`src/rtl/tdm8_tx_pkg.sv`:
```
package tdm8_tx_pkg;
  localparam int SAMPLE_W_DEF = 24;
  localparam int SLOT_W_DEF   = 32;
  localparam int N_SLOTS      = 8;
  localparam int N_CAP        = 4;
  localparam int N_AUX        = 2;
  localparam int N_CH         = N_CAP + N_AUX;

  typedef enum logic [1:0] {
    SLOT_CAP  = 2'd0,
    SLOT_NONE = 2'd1,
    SLOT_AUX  = 2'd2
  } slot_kind_e;

  function automatic slot_kind_e slot_kind(int s);
    if (s < N_CAP)          return SLOT_CAP;
    else if (s < N_CAP + 2) return SLOT_NONE;
    else                    return SLOT_AUX;
  endfunction

  // channel index inside the flattened sample vector for a given slot
  function automatic int slot_chan(int s);
    if (s < N_CAP) return s;
    else           return s - 2;
  endfunction
endpackage

```
`src/rtl/tdm8_sync_ctrl.sv`:
```
module tdm8_sync_ctrl #(
  parameter int FRAME_BITS = 256,
  localparam int CNT_W     = $clog2(FRAME_BITS) + 1
) (
  input  logic             clk_i,
  input  logic             rst_ni,
  input  logic             fsync_i,
  output logic             start_o,
  output logic             valid_o,
  output logic [CNT_W-1:0] bit_idx_o
);
  localparam logic [CNT_W-1:0] IDLE = CNT_W'(FRAME_BITS);

  logic             fs_q;
  logic [CNT_W-1:0] cnt_q;

  assign start_o   = fsync_i & ~fs_q;
  assign valid_o   = (cnt_q != IDLE);
  assign bit_idx_o = cnt_q;

  // fs_q resets high: a sync already high at reset is not a start
  always_ff @(posedge clk_i or negedge rst_ni) begin
    if (!rst_ni) begin
      fs_q  <= 1'b1;
      cnt_q <= IDLE;
    end else begin
      fs_q <= fsync_i;
      if (start_o)      cnt_q <= '0;
      else if (valid_o) cnt_q <= cnt_q + 1'b1;
    end
  end


  cnt_restart_chk: assert property (@(posedge clk_i) disable iff (!rst_ni)
    (fsync_i && !fs_q) |=> (bit_idx_o == '0));


  cnt_idle_hold_chk: assert property (@(posedge clk_i) disable iff (!rst_ni)
    (bit_idx_o == IDLE && !start_o) |=> (bit_idx_o == IDLE));


  cnt_advance_chk: assert property (@(posedge clk_i) disable iff (!rst_ni)
    (!start_o && bit_idx_o < IDLE) |=> (bit_idx_o == $past(bit_idx_o) + 1'b1));
endmodule

```
`src/rtl/tdm8_frame_store.sv`:
```
module tdm8_frame_store #(
  parameter int SAMPLE_W = 24,
  parameter int N_CH     = 6,
  localparam int VEC_W   = SAMPLE_W * N_CH
) (
  input  logic             clk_i,
  input  logic             rst_ni,
  input  logic             load_i,
  input  logic             start_i,
  input  logic [VEC_W-1:0] samples_i,
  output logic [VEC_W-1:0] frame_o,
  output logic             lead_msb_o
);
  logic [VEC_W-1:0] stage_q;
  logic [VEC_W-1:0] frame_q;

  always_ff @(posedge clk_i or negedge rst_ni) begin
    if (!rst_ni) begin
      stage_q <= '0;
      frame_q <= '0;
    end else begin
      if (load_i)  stage_q <= samples_i;
      if (start_i) frame_q <= stage_q;
    end
  end

  assign frame_o    = frame_q;
  // MSB of capture channel 1 as the upcoming frame will carry it
  assign lead_msb_o = stage_q[SAMPLE_W-1];


  frame_hold_chk: assert property (@(posedge clk_i) disable iff (!rst_ni)
    !start_i |=> $stable(frame_o));


  frame_take_chk: assert property (@(posedge clk_i) disable iff (!rst_ni)
    start_i |=> (frame_o == $past(stage_q)));


  stage_hold_chk: assert property (@(posedge clk_i) disable iff (!rst_ni)
    !load_i |=> $stable(stage_q));
endmodule

```
`src/rtl/tdm8_bit_pick.sv`:
```
module tdm8_bit_pick
  import tdm8_tx_pkg::*;
#(
  parameter int SAMPLE_W = 24,
  parameter int SLOT_W   = 32,
  localparam int VEC_W   = SAMPLE_W * N_CH,
  localparam int POS_W   = $clog2(SLOT_W),
  localparam int SEL_W   = $clog2(N_SLOTS),
  localparam int CNT_W   = $clog2(SLOT_W * N_SLOTS) + 1,
  localparam int PAD     = SLOT_W - SAMPLE_W
) (
  input  logic [VEC_W-1:0] frame_i,
  input  logic [CNT_W-1:0] idx_i,
  input  logic             valid_i,
  output logic             bit_o
);
  logic [SLOT_W-1:0] slot_word [N_SLOTS];
  logic [POS_W-1:0]  pos;
  logic [SEL_W-1:0]  sel;

  for (genvar s = 0; s < N_SLOTS; s++) begin : g_slot
    if (slot_kind(s) == SLOT_NONE) begin : g_empty
      assign slot_word[s] = '0;
    end else begin : g_data
      assign slot_word[s] =
        SLOT_W'(frame_i[slot_chan(s)*SAMPLE_W +: SAMPLE_W]) << PAD;
    end
  end

  assign pos = idx_i[POS_W-1:0];
  assign sel = idx_i[POS_W +: SEL_W];

  always_comb begin
    bit_o = 1'b0;
    if (valid_i) bit_o = slot_word[sel][SLOT_W-1-int'(pos)];
  end
endmodule

```
`src/rtl/tdm8_tx.sv`:
```
module tdm8_tx
  import tdm8_tx_pkg::*;
#(
  parameter int SAMPLE_W = SAMPLE_W_DEF,
  parameter int SLOT_W   = SLOT_W_DEF,
  localparam int FRAME_BITS = SLOT_W * N_SLOTS,
  localparam int CNT_W      = $clog2(FRAME_BITS) + 1,
  localparam int POS_W      = $clog2(SLOT_W)
) (
  input  logic                      sclk_i,
  input  logic                      rst_ni,
  input  logic                      fsync_i,
  input  logic                      load_i,
  input  logic [N_CAP*SAMPLE_W-1:0] cap_i,
  input  logic [N_AUX*SAMPLE_W-1:0] aux_i,
  output logic                      sdata_o
);
  logic                       start;
  logic                       valid;
  logic [CNT_W-1:0]           bit_idx;
  logic [N_CH*SAMPLE_W-1:0]   frame;
  logic                       lead_msb;
  logic                       next_bit;
  logic                       early_q;
  logic                       early_bit_q;
  logic                       fall_q;

  tdm8_sync_ctrl #(.FRAME_BITS(FRAME_BITS)) u_sync (
    .clk_i     (sclk_i),
    .rst_ni    (rst_ni),
    .fsync_i   (fsync_i),
    .start_o   (start),
    .valid_o   (valid),
    .bit_idx_o (bit_idx)
  );

  tdm8_frame_store #(.SAMPLE_W(SAMPLE_W), .N_CH(N_CH)) u_store (
    .clk_i      (sclk_i),
    .rst_ni     (rst_ni),
    .load_i     (load_i),
    .start_i    (start),
    .samples_i  ({aux_i, cap_i}),
    .frame_o    (frame),
    .lead_msb_o (lead_msb)
  );

  tdm8_bit_pick #(.SAMPLE_W(SAMPLE_W), .SLOT_W(SLOT_W)) u_pick (
    .frame_i (frame),
    .idx_i   (bit_idx),
    .valid_i (valid),
    .bit_o   (next_bit)
  );

  // early MSB path: launched on the rising edge that sees the frame start
  always_ff @(posedge sclk_i or negedge rst_ni) begin
    if (!rst_ni) begin
      early_q     <= 1'b0;
      early_bit_q <= 1'b0;
    end else begin
      early_q <= start;
      if (start) early_bit_q <= lead_msb;
    end
  end

  // all other bits launched on the falling edge
  always_ff @(negedge sclk_i or negedge rst_ni) begin
    if (!rst_ni) fall_q <= 1'b0;
    else         fall_q <= next_bit;
  end

  assign sdata_o = early_q ? early_bit_q : fall_q;


  early_msb_chk: assert property (@(posedge sclk_i) disable iff (!rst_ni)
    start |=> (sdata_o == $past(cap_i[SAMPLE_W-1]) || $past(load_i) || 1'b0) || (sdata_o == $past(lead_msb)));


  empty_slot_chk: assert property (@(posedge sclk_i) disable iff (!rst_ni)
    (valid && !early_q && slot_kind(int'(bit_idx[CNT_W-2:POS_W])) == SLOT_NONE) |-> !sdata_o);


  pad_zero_chk: assert property (@(posedge sclk_i) disable iff (!rst_ni)
    (valid && !early_q && int'(bit_idx[POS_W-1:0]) >= SAMPLE_W) |-> !sdata_o);


  idle_zero_chk: assert property (@(posedge sclk_i) disable iff (!rst_ni)
    (!valid && !early_q) |-> !sdata_o);
endmodule

```
`config.mk`:
```
export PLATFORM = sky130hd
export DESIGN_NAME = tdm8_tx
export DESIGN_NICKNAME = d
export VERILOG_FILES = /design/src/rtl/tdm8_tx_pkg.sv /design/src/rtl/tdm8_sync_ctrl.sv /design/src/rtl/tdm8_frame_store.sv /design/src/rtl/tdm8_bit_pick.sv /design/src/rtl/tdm8_tx.sv
export SDC_FILE = /design/constraint.sdc
export NUM_CORES = 1
export LEC_CHECK = 0
export BUFFER_PORTS_ARGS = -buffer_cell sky130_fd_sc_hd__buf_2
export CORE_MARGIN = 2
export CORE_UTILIZATION = 55
export CTS_BUF_LIST = sky130_fd_sc_hd__clkbuf_8
export DETAILED_ROUTE_END_ITERATION = 16
export PLACE_DENSITY = 0.76
export SYNTH_ARGS = -nofsm -noshare
export SYNTH_HDL_FRONTEND = slang
export SYNTH_SLANG_ARGS = --single-unit
export TNS_END_PERCENT = 100
```
`constraint.sdc`:
```
create_clock -name sclk_i -period 3.75 [get_ports sclk_i]
set_input_delay 0.75 -clock sclk_i [delete_from_list [all_inputs] [get_ports sclk_i]]
set_output_delay 0.75 -clock sclk_i [all_outputs]
set_load 0.005 [all_outputs]
```
After elaboration in Yosys (flattened, before gate mapping):

Index checks and enable logic that the tools add are counted.

* output and inout port bits: 1
* register bits: 301

* $lt $le $gt $ge: 2
* $add $sub $neg: 2
* bitwise gates (word level): 3
* reductions and logical operators: 1
* eq/ne operators: 1
* muxes and demuxes: 10

Operators with widths (number)
* 32-bit binary-select mux with 3-bit select: 1
* 32-bit 2-to-1 mux: 2
* 9-bit 2-to-1 mux: 2
* 9-bit by 1-bit adder with 9-bit output (second input constant): 1
* 9-bit inequality test (second input constant): 1
* 6-bit by 7-bit < comparator with 1-bit output (second input constant): 1
* 5-bit by 5-bit subtractor with 6-bit output (first input constant): 1
* 1-bit binary-select mux with 5-bit select: 1
* 4-bit >= comparator (second input constant): 1
* 1-bit 2-to-1 mux: 4
* 3-bit inverter with 4-bit output: 1
* 2-bit nonzero test: 1
* 1-bit AND: 1
* 1-bit inverter: 1

Depth between registers and ports, before layout:

* word-level depth: 8
* mapped depth: 9
* depth with buffers taken out: 6

Cells and area by module:

From an unflattened synthesis, not the netlist that was laid out.

* cell total of the unflattened synthesis: 759
* area, all modules: 13023.7 um^2

Modules (own cells, without submodules)
* tdm8_frame_store: cells an instance 608, sequential area each 7206.9 um^2, area each 11160.7 um^2, times used 1
* tdm8_bit_pick: cells an instance 92, sequential area each 0.0 um^2, area each 1243.7 um^2, times used 1
* tdm8_sync_ctrl: cells an instance 54, sequential area each 252.7 um^2, area each 518.0 um^2, times used 1
* tdm8_tx: cells an instance 5, sequential area each 75.1 um^2, area each 101.3 um^2, times used 1

==> impl_metrics.yaml <==
cells_and_area:
  nNetsFinal: 1140
  fin_cells: 1309
  final_cell_mix: "dfrtp_1 (296), mux2_2 (293), buf_2 (145)"
  final_common_cell: "dfrtp_1"
  layout-drive-gt1-share_pct: 55.8
  antenna_cells: 0
  fillers: 1672
  area.growth.synth_to_final_pct: 17.8
  regArea_sq_um: 7510
  multiInputGateArea_sq_um: 4710
logic_synthesis:
  yosysTopAreaCell: "dfrtp_1"
  netlist.area_leader.share_pct: 59.6
  synthArstFlopShare_pct: 100
  yosysSeqAreaShare_pct: 60.3
  ys.flop_type: "dfrtp_1"
  synth_nets: 955
  synth_cell_types: 42
  netlist_instances: 805
  synth_seq_cells: 300
  yosysWarningCount: 0
  ys_top_cells_by_area: "dfrtp_1 (60%), mux2_2 (27%), mux2i_1 (2.7%)"
  synth-edff-count: 0
  avgSynthCellArea_sq_um: 15.5
  syn_area_sq_um: 12500
sta:
  grt_setup_unrepaired: "true"
  max-slew-margin-rel_pct: 36.9
  setup_tns_ns: -0.327
  hold_viol_final: 0
  fin_ws_ns: -0.188
  fin_skew_ns: 0.0338
  slew_viol_final: 0
  worst_slew_pin_slew_ns: 0.947
  setup_violations: 2
setup_path:
  cp-start-kind: "register"
  cp-end-kind: "register"
  worstPathArrival_ns: 2.41
  crit_type: "register to register"
  worstPathMaxFanout: 7
  required_ns: 2.22
  crit_slowest_cell: "mux4_2"
  slowest_delay_ns: 0.53
  crit_chain: "buf_12, mux4_2, a21oi_1, o2bb2ai_1, o311ai_1, o311ai_1"
  path_common_cell: "o311ai_1"
global_route:
  grt-ovfl-total: 0
  grt.total_usage_pct: 22.9
  grt_max_degree: 161
  antenna_found_initial: 0
  grt_pass1_vias: 7708
  grt_first_pass_wirelength_um: 42600
die:
  die_area_sq_um: 23900
  die_w_um: 155
  rows: 55
  io_pins: 149
  die_y_um: 155
  design.core.area_sq_um: 22400
  start_util_pct: 55.5
pwr:
  p_leak_nw: 6.38
  power.density_nw_per_um2: 538
  irDropWorstVdd_v: 0.000335
cts:
  cts_max_path_buffers: 3
  cts_tree: "built"
  clk_latency_ns: 0.55
  htree_levels: 2
  clk_pin_slew_ns: 0.07
  ctsHoldBuffers: 0
  clock_sinks: 300
  cts-root-buf: "clkbuf_8"
  numCtsBuffers: 48
placed_design:
  io_buffers: 148
  dpl.cell_count: 1221
  gp_congestion: 0.906
  dp_hpwl_um: 17800
detailed_routing:
  post-route-drc-count: 0
  drtIter0Drc: 504
  num_vias: 7284
  drt-total-wl_um: 26300
  wl_per_cell_um: 20.1
  drtPass1Iterations: 4
  avgViaCountPerCell: 5.56
  detail-route-antenna-nets: 0
run_status:
  violations: "setup timing"
  status: "complete, but fails checks"
flow_run:
  drv_cap: 0
min_path:
  hp-class: "input pin to asynchronous set/reset pin"
## per-layer routing
| layer | global-route usage [%] | part of all wire (%) | vias up |
|---|---|---|---|
| met4 | 5.91 | 1.7 | 0 |
| met1 | 34.8 | 48 | 3725 |
| met5 | 0 | 0 | - |
| li1 | - | - | 3327 |
| met3 | 4.40 | 5.0 | 37 |
| met2 | 34.3 | 45 | 195 |
## timing repair
| item | in CTS | in global routing |
|---|---|---|
| setup buffers | 3 | 0 |
| endpoints found under the setup margin | 2 | 2 |
| resized for setup | 10 | 6 |
| pin swaps | 5 | 4 |
| cloned | 1 | 0 |
## cell type report
type / instances / area share (%)
clock buffers: 62 / 5.81
clock inverters: 22 / 0.656
inverters: 3 / 0.0767
multi-input cells: 452 / 32.1
flip-flops and latches: 300 / 51.2
well taps: 285 / 2.43
repair buffers: 185 / 7.81
## worst paths after layout
| path | slack, ns | cells after the start | to | from |
|---|---|---|---|---|
| max | -0.19 | 6 | fall_q$_DFF_NN0_ | u_sync.bit_idx_o[5]$_DFFE_PN0P_ |
| min | 0.03 | 1 | u_sync.bit_idx_o[3]$_DFFE_PN0P_ | rst_ni |
| min reg2reg | 0.50 | 1 | u_store.frame_o[89]$_DFFE_PN0P_ | u_store.stage_q[89]$_DFFE_PN0P_ |
| min in group sclk_i | 0.31 | 1 | u_sync.fs_q$_DFF_PN1_ | fsync_i |
| max reg2reg | -0.19 | 6 | fall_q$_DFF_NN0_ | u_sync.bit_idx_o[5]$_DFFE_PN0P_ |
| max in group asynchronous | 1.71 | 1 | fall_q$_DFF_NN0_ | rst_ni |
## cells by family (layout without fill, tap and decap cells)
kind of cell | count (synthesis) | after routing | share of synthesized area [%]
fa+ha+maj | 2 | 2 | 0.201
compound gates | 56 | 56 | 2.78
mux | 344 | 344 | 32.4
flops | 300 | 300 | 60.3
buf+inv | 53 | 272 | 2.24
simple gates | 45 | 45 | 1.80
xor+xnor | 5 | 5 | 0.351
## synthesized netlist by cell type (3+ instances only)
cell type	count
mux2_2	294
dfrtp_1	297
nand2_1	6
a21oi_1	15
mux4_2	10
o21ai_0	18
nand3_1	3
xor2_1	4
o22ai_1	7
o311ai_1	3
nor3_1	7
nor2_1	14
buf_2	18
o221ai_1	3
mux4_1	6
mux2i_1	34
or3_1	3
buf_6	4
o2bb2ai_1	4
nand2b_1	3
a221oi_1	3
clkbuf_1	23
## where the power goes
part / switching [mW] / leakage [nW] / internal [mW]
logic: 0.469 / 2.30 / 0.648
clock network: 1.23 / 0.551 / 1.48
registers: 0.348 / 3.53 / 3.73
## state kept, by name (all words and copies together) (netlist names)
signal,flops
early_q,1
fall_q,1
u_store.frame_o,144
u_store.stage_q,144
u_sync.bit_idx_o,9
u_sync.fs_q,1
## critical path, delay by kind of cell, from the launching register on
family,cells,cell delay (ns)
mux,1,0.53
buf+inv,1,0.16
flops,1,0.44
compound gates,4,0.74
## per-stage QoR
step                      utilization [%]  area (sq um)  power, mW  hold WS (ns)  worst slack [ns]
final                                65.4         14700       7.90        0.0330            -0.188
after global routing                 65.4         14700       8.30        0.0198            -0.255
after CTS                            65.4         14700       7.98       0.00932            -0.170
after detailed placement             60.8         13600       5.22         0.487            -0.197
after global placement               60.8         13600       5.20         0.482            -0.143
after floorplan                         -         12500       4.73         0.454            0.0266
(Power assumes the default switching activity.)
